<file path="config.mk">
export PLATFORM = sky130hd
export DESIGN_NAME = mfpin_ctrl
export DESIGN_NICKNAME = d
export VERILOG_FILES = /design/src/rtl/mfpin_pkg.sv /design/src/rtl/mfpin_cfg_latch.sv /design/src/rtl/mfpin_hold_dec.sv /design/src/rtl/mfpin_fastlock.sv /design/src/rtl/mfpin_pin_mux.sv /design/src/rtl/mfpin_ctrl.sv
export SDC_FILE = /design/constraint.sdc
export NUM_CORES = 1
export LEC_CHECK = 0
export ABC_AREA = 1
export BUFFER_PORTS_ARGS = -buffer_cell sky130_fd_sc_hd__buf_2
export CAP_MARGIN = 25
export CORE_UTILIZATION = 33
export CTS_CLUSTER_SIZE = 40
export DETAILED_ROUTE_END_ITERATION = 12
export MAX_ROUTING_LAYER = met4
export PLACE_DENSITY = 0.62
export SKIP_CTS_REPAIR_TIMING = 1
export SLEW_MARGIN = 0
export SYNTH_ARGS = -nofsm -noshare
export SYNTH_HDL_FRONTEND = slang
export SYNTH_SLANG_ARGS = --single-unit
</file>
<file path="constraint.sdc">
create_clock -name clk -period 2 [get_ports clk]
set_clock_uncertainty 0.15 [all_clocks]
set_input_delay 0.1 -clock clk [delete_from_list [all_inputs] [get_ports clk]]
set_output_delay 0.1 -clock clk [all_outputs]
set_load 0.03 [all_outputs]
</file>
<file path="src/rtl/mfpin_pkg.sv">
package mfpin_pkg;
  localparam int CODE_W = 4;
  typedef logic [CODE_W-1:0] code_t;

  localparam code_t C_NORMAL   = 4'd0;
  localparam code_t C_RST_ALL  = 4'd1;
  localparam code_t C_FASTLOCK = 4'd2;
  localparam int    RST_BASE   = 4;
  localparam int    MON_BASE   = 8;

  typedef enum logic [2:0] {
    K_NORMAL,
    K_RST_ALL,
    K_FASTLOCK,
    K_RST_CH,
    K_MON,
    K_UNUSED
  } kind_t;

  // Classify a function code for a build with nch channels.
  function automatic kind_t code_kind(code_t c, int nch);
    int v;
    v = int'(c);
    if (c == C_NORMAL)                          return K_NORMAL;
    if (c == C_RST_ALL)                         return K_RST_ALL;
    if (c == C_FASTLOCK)                        return K_FASTLOCK;
    if (v >= RST_BASE && v < RST_BASE + nch)    return K_RST_CH;
    if (v >= MON_BASE && v < MON_BASE + 2*nch)  return K_MON;
    return K_UNUSED;
  endfunction

  // Channel index carried by a per-channel reset or monitor code.
  function automatic int code_chan(code_t c);
    int v;
    v = int'(c);
    if (v >= MON_BASE) return (v - MON_BASE) / 2;
    return v - RST_BASE;
  endfunction

  // Monitor codes: odd selects the feedback divider, even the reference.
  function automatic logic code_is_fb(code_t c);
    return c[0];
  endfunction

  // True when channel ch must be parked under code c.
  function automatic logic chan_held(code_t c, int ch, int nch);
    kind_t k;
    k = code_kind(c, nch);
    return (k == K_RST_ALL) || (k == K_RST_CH && code_chan(c) == ch);
  endfunction
endpackage

</file>
<file path="src/rtl/mfpin_cfg_latch.sv">
module mfpin_cfg_latch
  import mfpin_pkg::*;
(
  input  logic  clk,
  input  logic  rst_n,
  input  code_t sel_in,
  input  logic  sel_latch,
  output code_t cfg_code
);
  always_ff @(posedge clk or negedge rst_n) begin
    if (!rst_n)         cfg_code <= C_NORMAL;
    else if (sel_latch) cfg_code <= sel_in;
  end
endmodule

</file>
<file path="src/rtl/mfpin_hold_dec.sv">
module mfpin_hold_dec
  import mfpin_pkg::*;
#(
  parameter int NUM_CH = 2
) (
  input  logic              clk,
  input  logic              rst_n,
  input  code_t             cfg_code,
  output logic [NUM_CH-1:0] hold_ref,
  output logic [NUM_CH-1:0] hold_fb
);
  logic [NUM_CH-1:0] hold_next;

  for (genvar ch = 0; ch < NUM_CH; ch++) begin : g_ch
    assign hold_next[ch] = chan_held(cfg_code, ch, NUM_CH);

    // One flop per divider, both loaded from the same decode term, so a
    // pair enters and leaves the held state on the same clock edge.
    always_ff @(posedge clk or negedge rst_n) begin
      if (!rst_n) begin
        hold_ref[ch] <= 1'b0;
        hold_fb[ch]  <= 1'b0;
      end else begin
        hold_ref[ch] <= hold_next[ch];
        hold_fb[ch]  <= hold_next[ch];
      end
    end
  end
endmodule

</file>
<file path="src/rtl/mfpin_fastlock.sv">
module mfpin_fastlock (
  input  logic clk,
  input  logic rst_n,
  input  logic mode_fl,
  input  logic fastlock_req,
  input  logic lock_det,
  output logic fl_on
);
  logic req_q;
  logic fl_q;
  logic req_rise;

  assign req_rise = fastlock_req & ~req_q;

  always_ff @(posedge clk or negedge rst_n) begin
    if (!rst_n) begin
      req_q <= 1'b0;
      fl_q  <= 1'b0;
    end else begin
      req_q <= fastlock_req;
      fl_q  <= mode_fl & ~lock_det & (fl_q | req_rise);
    end
  end

  // Gate with the live mode so leaving the fast-lock code ends it at once.
  assign fl_on = fl_q & mode_fl;
endmodule

</file>
<file path="src/rtl/mfpin_pin_mux.sv">
module mfpin_pin_mux
  import mfpin_pkg::*;
#(
  parameter int NUM_CH = 2
) (
  input  code_t             cfg_code,
  input  logic              lock_det,
  input  logic              fl_on,
  input  logic [NUM_CH-1:0] ref_pulse,
  input  logic [NUM_CH-1:0] fb_pulse,
  output logic              pin_drv,
  output logic              pin_od
);
  localparam int CH_W = (NUM_CH > 1) ? $clog2(NUM_CH) : 1;

  kind_t           kind;
  logic [CH_W-1:0] sel_ch;

  assign kind   = code_kind(cfg_code, NUM_CH);
  assign sel_ch = CH_W'(code_chan(cfg_code));

  always_comb begin
    pin_drv = 1'b0;
    pin_od  = 1'b0;
    case (kind)
      K_NORMAL:   pin_drv = lock_det;
      K_FASTLOCK: begin
        pin_od  = 1'b1;
        pin_drv = ~fl_on;
      end
      K_MON:      pin_drv = code_is_fb(cfg_code) ? fb_pulse[sel_ch]
                                                 : ref_pulse[sel_ch];
      default:    pin_drv = 1'b0;
    endcase
  end
endmodule

</file>
<file path="src/rtl/mfpin_ctrl.sv">
module mfpin_ctrl
  import mfpin_pkg::*;
#(
  parameter int NUM_CH = 2
) (
  input  logic              clk,
  input  logic              rst_n,
  input  logic [3:0]        sel_in,
  input  logic              sel_latch,
  input  logic              fastlock_req,
  input  logic              lock_det,
  input  logic [NUM_CH-1:0] ref_pulse,
  input  logic [NUM_CH-1:0] fb_pulse,
  output logic              pin_drv,
  output logic              pin_od,
  output logic [NUM_CH-1:0] hold_ref,
  output logic [NUM_CH-1:0] hold_fb,
  output logic              cp_hi
);
  code_t cfg_code;
  logic  mode_fl;
  logic  fl_on;

  mfpin_cfg_latch u_cfg (
    .clk(clk), .rst_n(rst_n), .sel_in(sel_in),
    .sel_latch(sel_latch), .cfg_code(cfg_code)
  );

  assign mode_fl = (cfg_code == C_FASTLOCK);

  mfpin_hold_dec #(.NUM_CH(NUM_CH)) u_hold (
    .clk(clk), .rst_n(rst_n), .cfg_code(cfg_code),
    .hold_ref(hold_ref), .hold_fb(hold_fb)
  );

  mfpin_fastlock u_fl (
    .clk(clk), .rst_n(rst_n), .mode_fl(mode_fl),
    .fastlock_req(fastlock_req), .lock_det(lock_det), .fl_on(fl_on)
  );

  mfpin_pin_mux #(.NUM_CH(NUM_CH)) u_mux (
    .cfg_code(cfg_code), .lock_det(lock_det), .fl_on(fl_on),
    .ref_pulse(ref_pulse), .fb_pulse(fb_pulse),
    .pin_drv(pin_drv), .pin_od(pin_od)
  );

  assign cp_hi = fl_on;
endmodule

</file>
==> results.md, run 1 <==
* Most frequent cells in the layout: nand2_1, buf_2, nor2_1
* Initial antenna violation count at 0
* RSZ-0062 raised after global routing: yes
* H-tree Lvls at 1
* Synth Net Count at 116
* Core Box Area at 1783 sq um
* Top cells by area, synth: dfrtp_1, nand2_1, ha_1
* R2R Path Start: u_cfg.cfg_code[3]
* Port Buffers at 19
* Largest net degree at the start of global routing at 9
* Pint at 0.0003373 W
* Overall power at 0.0005312 W
* Crit share post-route at 98.77%
* Crit path launch type: flop
* CP endpoint kind: primary output
* Vias in the first global route at 535
* Fin crit period at 1.975 ns
* Clock transition at the registers of the reported paths at 0.05 ns
* Post-DP HPWL at 1.112 mm
* Root Driver: clkbuf_4
* Top-Level Pins at 20
* Hold Crit Depth at 2
* Hold_ws at -0.01738 ns
* CP Class: reg -> out
* GP Congestion at 0.7943
* N_diodes at 0
* Hold Path Sink: u_cfg.cfg_code[3]
* Outcome: finished, violations left
* Drt first pass iters at 4
* Mapped Avg Cell Area at 6.656 sq um
* Switching share of total power at 36.50%
* Pwr/cell area at 554.9 nW/um^2
* Commonest non-fill, non-tap cell in the layout: nand2_1
* Comb power frac at 42.9%
* R2R cell count at 14
* Die Ht at 46.23 um
* Worst Path Max Fanout at 7
* R2r setup slk at 0.05 ns
* Area share of the largest cell type after synthesis at 31.01%
* Proportion of layout cells with a drive suffix above 1 at 36.36%
* First-pass GRT wire length at 2.111 mm
* Leak at 0.5171 nW
* Post-Route WL at 1.423 mm
* Max Cap Viol at 0
* Sequential share of power at 34.7%
* Full die area at 2137 sq um
* Required @ worst endpoint at 1.75 ns
* Hold Path Class: in -> reg
* Worst EP arrival at 1.73 ns
* Gr usage total at 14.43%
* Clock power share at 22.4%
* CP Launch Point: u_cfg.cfg_code[3]
* Drt via density at 4.369
* CTS sink count at 8
* Yosys reg bits at 8
* Reg2reg end: u_hold.hold_ref[0]
* Setup violations, final at 0
* DIE WIDTH at 46.23 um
* DRC viols at 0
* Cell area after synthesis at 645.6 sq um
* Slew HR at 87.27%
* CTS tree: built
* Iteration-0 DRC Markers at 12
* Min-delay src: sel_latch
* CTS Buffer Depth at 2
* Clock latency on the worst-skew pair at 0.24 ns
* Area Overhead vs Synth at 48.26%
* VDD IR max at 0.3480 mV
* Post-synthesis cell type count at 15
* Row count at 15
* Final hold vios at 4
* Initial Utilization at 36.21%
* Fmax at 506.2 MHz
* GRT overflow at 0
* Routed Antenna Nets at 0
* Drt wl/cell at 9.064 um
* Post-Syn Instances at 97
* Crit-path cells: inv_2 -> buf_4 -> buf_4 -> nand2_1 -> nand3b_1 -> nand3_1 -> nand2_1 -> nand2_1 -> nand2_1 -> nand2_1 -> nand2_1 -> buf_2
* CTS buffer count at 3
* Worst slew pin tran at 0.1910 ns
* Critical Path Max Stage Delay at 0.38 ns
* CP most frequent cell: nand2_1
* Failing checks: negative hold slack
* Synth Warn # at 0
* Layout Nets at 153
* Vias at 686
* Switch Pwr at 0.0001939 W
* Area leader, netlist: dfrtp_1
* Seq/Total Area, Yosys at 31.01%
* Slowest stage cell, crit path: dfrtp_1
* Max-slew violation total from the final report at 0
-- critical path, delay by kind of cell (launching register included) --
family	cells	cell delay (ns)
buffers and inverters	4	0.58
flip-flops	1	0.38
AND/OR/NAND/NOR	8	0.53
-- worst max path at each step --
stage	endpoint	slack (ns)
6_report	pin_drv	0.02
5_1_grt	u_hold.hold_ref[0]	-0.12
4_1_cts	pin_drv	-0.04
3_5_place_dp	u_hold.hold_ref[1]	0.02
3_3_place_gp	u_hold.hold_ref[1]	0.04
2_1_floorplan	cp_hi	0.03
-- stage by stage --
stage | worst slack, ns | instances | setup TNS, ns | area [sq um] | util, %
after floorplan | 0.02641 | 97 | 0 | 645.6 | -
after global placement | 0.04205 | 143 | 0 | 787.0 | 44.14
after detailed placement | 0.02102 | 143 | 0 | 787.0 | 44.14
after CTS | -0.03888 | 146 | -0.03888 | 809.5 | 45.40
after global routing | -0.1244 | 157 | -0.3250 | 957.2 | 53.68
final | 0.02458 | 157 | 0 | 957.2 | 53.68
-- layout make-up --
class / instances / area, sq um
fillers: 177 / 825.8
multi-input cells: 73 / 422.9
repair buffers: 34 / 227.7
flip-flops and latches: 8 / 200.2
inverters: 14 / 52.55
well taps: 25 / 31.28
clock buffers: 3 / 22.52
-- flip-flops by register name, summed over array words and instances (netlist names) --
signal	count
u_cfg.cfg_code	4
u_hold.hold_ref	2
u_fl.fl_q	1
u_fl.req_q	1
-- Yosys cell counts, drive strengths merged --
| master | number |
|---|---|
| nor3 | 2 |
| nand3b | 3 |
| nor2 | 12 |
| a21oi | 3 |
| ha | 6 |
| dfrtp | 8 |
| nand2 | 35 |
| buf | 2 |
| nand3 | 8 |
| inv | 14 |
| o21ai | 4 |
-- power groups by stage --
stage | clock [W] | combinational [W] | sequential [W]
floorplan | 0 | 0.000125 | 0.000198
global placement | 0 | 0.000188 | 0.000186
detailed placement | 0 | 0.000192 | 0.000186
CTS | 0.000125 | 0.000192 | 0.000183
global route | 0.000135 | 0.000257 | 0.000186
finish | 0.000119 | 0.000228 | 0.000184
-- per-layer routing --
| layer | GRT usage, % | up-vias | wire [um] |
|---|---|---|---|
| met5 | - | - | 0 |
| met4 | 7.059 | 0 | 17 |
| met3 | 2.353 | 2 | 25 |
| met2 | 20.85 | 11 | 704 |
| met1 | 19.33 | 300 | 676 |
| li1 | - | 373 | - |
-- cell families (layout without fill, tap and decap cells) --
group	Yosys count	in the layout	synth area share, %
and+or+nand+nor	60	60	41.47
buffers and inverters	16	51	10.46
DFF	8	8	31.01
AOI/OAI and AO/OA	7	7	5.426
adders and majority gates	6	6	11.63
No activity file was read; power rests on OpenSTA's default activity.
==> run 2: changes to the inputs <==
--- a/config.mk
+++ b/config.mk
@@ -8,5 +8,5 @@
 export ABC_AREA = 1
 export BUFFER_PORTS_ARGS = -buffer_cell sky130_fd_sc_hd__buf_2
-export CAP_MARGIN = 25
+export CAP_MARGIN = 0
 export CORE_UTILIZATION = 33
 export CTS_CLUSTER_SIZE = 40
==> constraint.sdc (replaced) <==
create_clock -name clk -period 2 [get_ports clk]
set_clock_uncertainty 0.15 [all_clocks]
set_input_delay 0.2 -clock clk [delete_from_list [all_inputs] [get_ports clk]]
set_output_delay 0.2 -clock clk [all_outputs]
set_load 0.03 [all_outputs]
==> results.md, run 2 (synthesis gave the netlist of run 1 again) <==
* Max-slew violation total from the final report at 0
* CTS tree: built
* Initial antenna violation count at 0
* Die Ht at 46.23 um
* DRC viols at 0
* Proportion of layout cells with a drive suffix above 1 at 40.77%
* Final hold vios at 0
* Fin crit period at 1.989 ns
* Overall power at 0.0005484 W
* CTS sink count at 8
* Drt wl/cell at 9.735 um
* Routed Antenna Nets at 0
* Iteration-0 DRC Markers at 6
* CP endpoint kind: primary output
* Max Cap Viol at 0
* Leak at 0.5118 nW
* First-pass GRT wire length at 1.938 mm
* Drt via density at 4.419
* Required @ worst endpoint at 1.65 ns
* Layout fillers at 178
* Pwr/cell area at 569.9 nW/um^2
* Full die area at 2137 sq um
* Row count at 15
* CTS buffer count at 3
* Top-Level Pins at 20
* Worst Path Max Fanout at 5
* Crit path launch type: flop
* Critical Path Max Stage Delay at 0.45 ns
* Slew HR at 85.87%
* Dpl cell area at 789.5 sq um
* GP Congestion at 0.7842
* CTS Buffer Depth at 2
* Post-Route WL at 1.509 mm
* Biggest register: u_cfg.cfg_code
* Vias in the first global route at 473
* Crit-path cells: inv_4 -> ha_4 -> inv_4 -> nor3_4 -> a21oi_2 -> nand2_1 -> nand2_1 -> nand2_1 -> nand2_1 -> buf_6
* RSZ-0062 raised after global routing: yes
* Fmax at 502.8 MHz
* Largest registers: u_cfg.cfg_code x4, u_hold.hold_ref x2
* Core Box Area at 1783 sq um
* Gr usage total at 13.39%
* N_diodes at 0
* Clock latency on the worst-skew pair at 0.24 ns
* VDD IR max at 0.3951 mV
* Area Overhead vs Synth at 49.03%
* Clock transition at the registers of the reported paths at 0.05 ns
* H-tree Lvls at 1
* Crit share post-route at 99.45%
* DIE WIDTH at 46.23 um
* Root Driver: clkbuf_4
* Worst slew pin tran at 0.2113 ns
* Worst EP arrival at 1.64 ns
* Layout Nets at 151
* Commonest non-fill, non-tap cell in the layout: nand2_1
* Port Buffers at 19
* Setup violations, final at 0
* Hold Path Class: in -> reg
* Drt first pass iters at 4
* Post-DP HPWL at 1.115 mm
* Hold_ws at 0.01572 ns
* CP most frequent cell: nand2_1
* CP Class: reg -> out
* Most frequent cells in the layout: nand2_1, buf_2, buf_4, inv_1, nor2_1
* Slowest stage cell, crit path: dfrtp_2
* GRT overflow at 0
* Vias at 685
* Initial Utilization at 36.21%
* Largest net degree at the start of global routing at 9
* Finished Cell Area at 962.2 sq um
* Outcome: completed
* Number of flip-flops under the largest register name at 4
-- run 2: cell count changes in the layout (fill, tap and decap cells not counted), sizes merged --
cell,before,now
dlygate4sd3,7,3
buf,26,29
clkbuf,4,3
-- run 2: final timing paths --
kind / from / to / slack (ns) / cells past startpoint
min: sel_in[2] / u_cfg.cfg_code[2] / 0.02 / 3
max: u_cfg.cfg_code[2] / pin_drv / 0.01 / 10
max reg2reg: u_cfg.cfg_code[3] / u_hold.hold_ref[1] / 0.04 / 14
max in group asynchronous: rst_n / u_cfg.cfg_code[2] / 1.33 / 2
min in group asynchronous: rst_n / u_hold.hold_ref[0] / 0.17 / 2
min reg2reg: u_fl.req_q / u_fl.fl_q / 0.42 / 3
-- run 2: through the flow --
| step | utilization (%) | TNS [ns] | cells | worst slack (ns) |
|---|---|---|---|---|
| 6_report | 53.96 | 0 | 155 | 0.01099 |
| 4_1_cts | 45.54 | -0.1795 | 146 | -0.1527 |
| 2_1_floorplan | - | 0 | 97 | 0.002685 |
| 3_5_place_dp | 44.28 | 0 | 143 | 0.05742 |
| 3_3_place_gp | 44.28 | 0 | 143 | 0.1158 |
| 5_1_grt | 53.96 | -0.3664 | 155 | -0.1326 |
-- run 2: area by class of cell --
type,count,area (sq um),share of cell area (%)
Sequential cell,8,202.7,21.07
Clock buffer,3,22.52,2.341
Inverter,14,60.06,6.242
Multi-Input combinational cell,73,432.9,44.99
Tap cell,25,31.28,3.251
Timing Repair Buffer,32,212.7,22.11
-- run 2: critical path, delay by kind of cell (launching register included) --
| family | cells | cell delay, ns |
|---|---|---|
| AND/OR/NAND/NOR | 5 | 0.43 |
| flip-flops | 1 | 0.45 |
| buffers and inverters | 3 | 0.28 |
| adder cells (fa/ha/maj) | 1 | 0.18 |
| AO/OA/AOI/OAI | 1 | 0.06 |
-- run 2: power by group --
group | leakage [nW] | internal, W | switching [W] | total (W)
Sequential | 0.0990 | 0.000175 | 0.0000118 | 0.000187
Combinational | 0.399 | 0.000103 | 0.000140 | 0.000243
Clock | 0.0138 | 0.0000683 | 0.0000498 | 0.000118
Total | 0.512 | 0.000346 | 0.000202 | 0.000548
-- run 2: per-layer routing --
metal,GRT usage (%),wire (um),part of all wire [%]
met1,18.80,731,48
met2,18.03,729,48
met3,3.529,35,2.3
met4,5.294,13,0.86
met5,-,0,0
==> run 3: changes to the inputs <==
==> constraint.sdc (replaced) <==
create_clock -name clk -period 2 [get_ports clk]
set_clock_uncertainty 0.15 [all_clocks]
set_input_delay 0.2 -clock clk [delete_from_list [all_inputs] [get_ports clk]]
set_output_delay 0.2 -clock clk [all_outputs]
set_load 0.05 [all_outputs]
==> results.md, run 3 (synthesis gave the netlist of run 1 again) <==
* Outcome: finished, violations left
* Failing checks: negative setup slack
* Row count at 15
* GP Congestion at 0.7972
* CTS tree: built
* R2r setup slk at 0.06 ns
* Clock transition at the registers of the reported paths at 0.06 ns
* Full die area at 2137 sq um
* DIE WIDTH at 46.23 um
* Reg area at 201.4 sq um
* Initial antenna violation count at 0
* Worst EP arrival at 1.72 ns
* R2R cell count at 14
* Slowest stage cell, crit path: dfrtp_1
* CTS Buffer Depth at 2
* Initial Utilization at 36.21%
* Port Buffers at 19
* Reg2reg end: u_hold.hold_ref[1]
* Die Ht at 46.23 um
* Max Cap Viol at 0
* Hold Path Sink: u_cfg.cfg_code[2]
* Largest net degree at the start of global routing at 9
* Pwr/cell area at 600.9 nW/um^2
* Number of flip-flops under the largest register name at 4
* Top-Level Pins at 20
* RSZ-0062 raised after global routing: yes
* CTS sink count at 8
* Layout fillers at 171
* DP Cell Count at 144
* R2R Path Start: u_cfg.cfg_code[3]
* Leak at 0.5241 nW
* Final hold vios at 0
* Commonest non-fill, non-tap cell in the layout: nand2_1
* Setup violations, final at 1
* Slew HR at 82.93%
* Biggest register: u_cfg.cfg_code
* Post-DP HPWL at 1.098 mm
* Vias in the first global route at 501
* Crit-path cells: inv_2 -> ha_4 -> inv_4 -> nor3_4 -> buf_4 -> nand2_1 -> nand2_4 -> buf_8
* Clock latency on the worst-skew pair at 0.26 ns
* Min-delay src: sel_in[2]
* Drt first pass iters at 4
* GRT overflow at 0
* Post-Route WL at 1.505 mm
* First-pass GRT wire length at 2.014 mm
* CTS buffer count at 3
* CP Buf/Inv Count at 4
* Worst slew pin tran at 0.2578 ns
* Gr usage total at 14.55%
* Max-slew violation total from the final report at 0
* Vias at 712
* Root Driver: clkbuf_4
* Fin cells at 158
* Fin crit period at 2.073 ns
* Routed Antenna Nets at 0
* VDD IR max at 0.3285 mV
* Drt wl/cell at 9.525 um
* H-tree Lvls at 1
* Worst path top cell family by delay: buffers and inverters
* Hold Path Class: in -> reg
* Setup TNS at -0.07251 ns
* Crit path launch type: flop
* CP endpoint kind: primary output
* Core Box Area at 1783 sq um
* Crit path setup slack, layout at -0.07251 ns
* CP Class: reg -> out
* Required @ worst endpoint at 1.65 ns
* Largest registers: u_cfg.cfg_code x4, u_hold.hold_ref x2
* Proportion of layout cells with a drive suffix above 1 at 42.11%
* Setup WS pre-CTS at 0.01756 ns
* Hold Crit Depth at 3
* Worst Path Max Fanout at 5
* Fmax at 482.5 MHz
* Area of the multi-input gates at 430.4 sq um
* Most frequent cells in the layout: nand2_1, buf_2, buf_4, nor2_1, inv_1
* Iteration-0 DRC Markers at 13
* Area Overhead vs Synth at 52.13%
* N_diodes at 0
* Crit share post-route at 103.6%
* Critical Path Max Stage Delay at 0.42 ns
* Layout Nets at 153
* DRC viols at 0
* Drt via density at 4.506
-- run 3: cell count changes in the layout (fill, tap and decap cells not counted), sizes merged --
cell	previous run	this run
buf	29	31
clkbuf	3	4
-- run 3: tightest hold or removal path: cells and delay by family --
family,cells,cell delay (ns)
compound gates,1,0.06
simple gates,1,0.04
buf+inv,1,0.08
-- run 3: worst max path at each step --
stage / startpoint / to / cells after the start
after floorplan: u_cfg.cfg_code[3] / cp_hi / 6
after global placement: u_cfg.cfg_code[3] / u_hold.hold_ref[1] / 14
after detailed placement: u_cfg.cfg_code[3] / u_hold.hold_ref[1] / 14
after CTS: u_cfg.cfg_code[2] / pin_drv / 11
after global routing: u_cfg.cfg_code[2] / pin_drv / 10
final: u_cfg.cfg_code[2] / pin_drv / 8
-- run 3: final cells by class --
cell class,instances,share of cell area [%]
multi-input cells,73,43.82
repair buffers,34,23.95
flip-flops and latches,8,20.51
inverters,14,5.860
well taps,25,3.185
clock buffers,4,2.675
-- run 3: stage by stage --
| step | cell area (sq um) | hold WS [ns] | util (%) | power, W |
|---|---|---|---|---|
| 6_report | 982.2 | 0.002056 | 55.09 | 0.0005902 |
| 3_5_place_dp | 832.0 | -0.1005 | 46.67 | 0.0004174 |
| 5_1_grt | 982.2 | 0.008284 | 55.09 | 0.0006338 |
| 4_1_cts | 858.3 | -0.3789 | 48.14 | 0.0005561 |
| 2_1_floorplan | 683.2 | -0.2456 | - | 0.0003590 |
| 3_3_place_gp | 832.0 | -0.1029 | 46.67 | 0.0004123 |
-- run 3: metal layers --
| metal | vias up | part of all wire, % | global-route usage [%] |
|---|---|---|---|
| li1 | 375 | - | - |
| met1 | 313 | 45 | 18.03 |
| met2 | 22 | 49 | 21.13 |
| met3 | 2 | 5.2 | 4.706 |
| met4 | 0 | 0.80 | 7.059 |
| met5 | - | 0 | - |
-- run 3: power by group --
part	internal (W)	total (W)	switching, W
logic	0.000107	0.000265	0.000158
clock network	0.0000767	0.000138	0.0000609
registers	0.000175	0.000188	0.0000133
total	0.000358	0.000590	0.000232
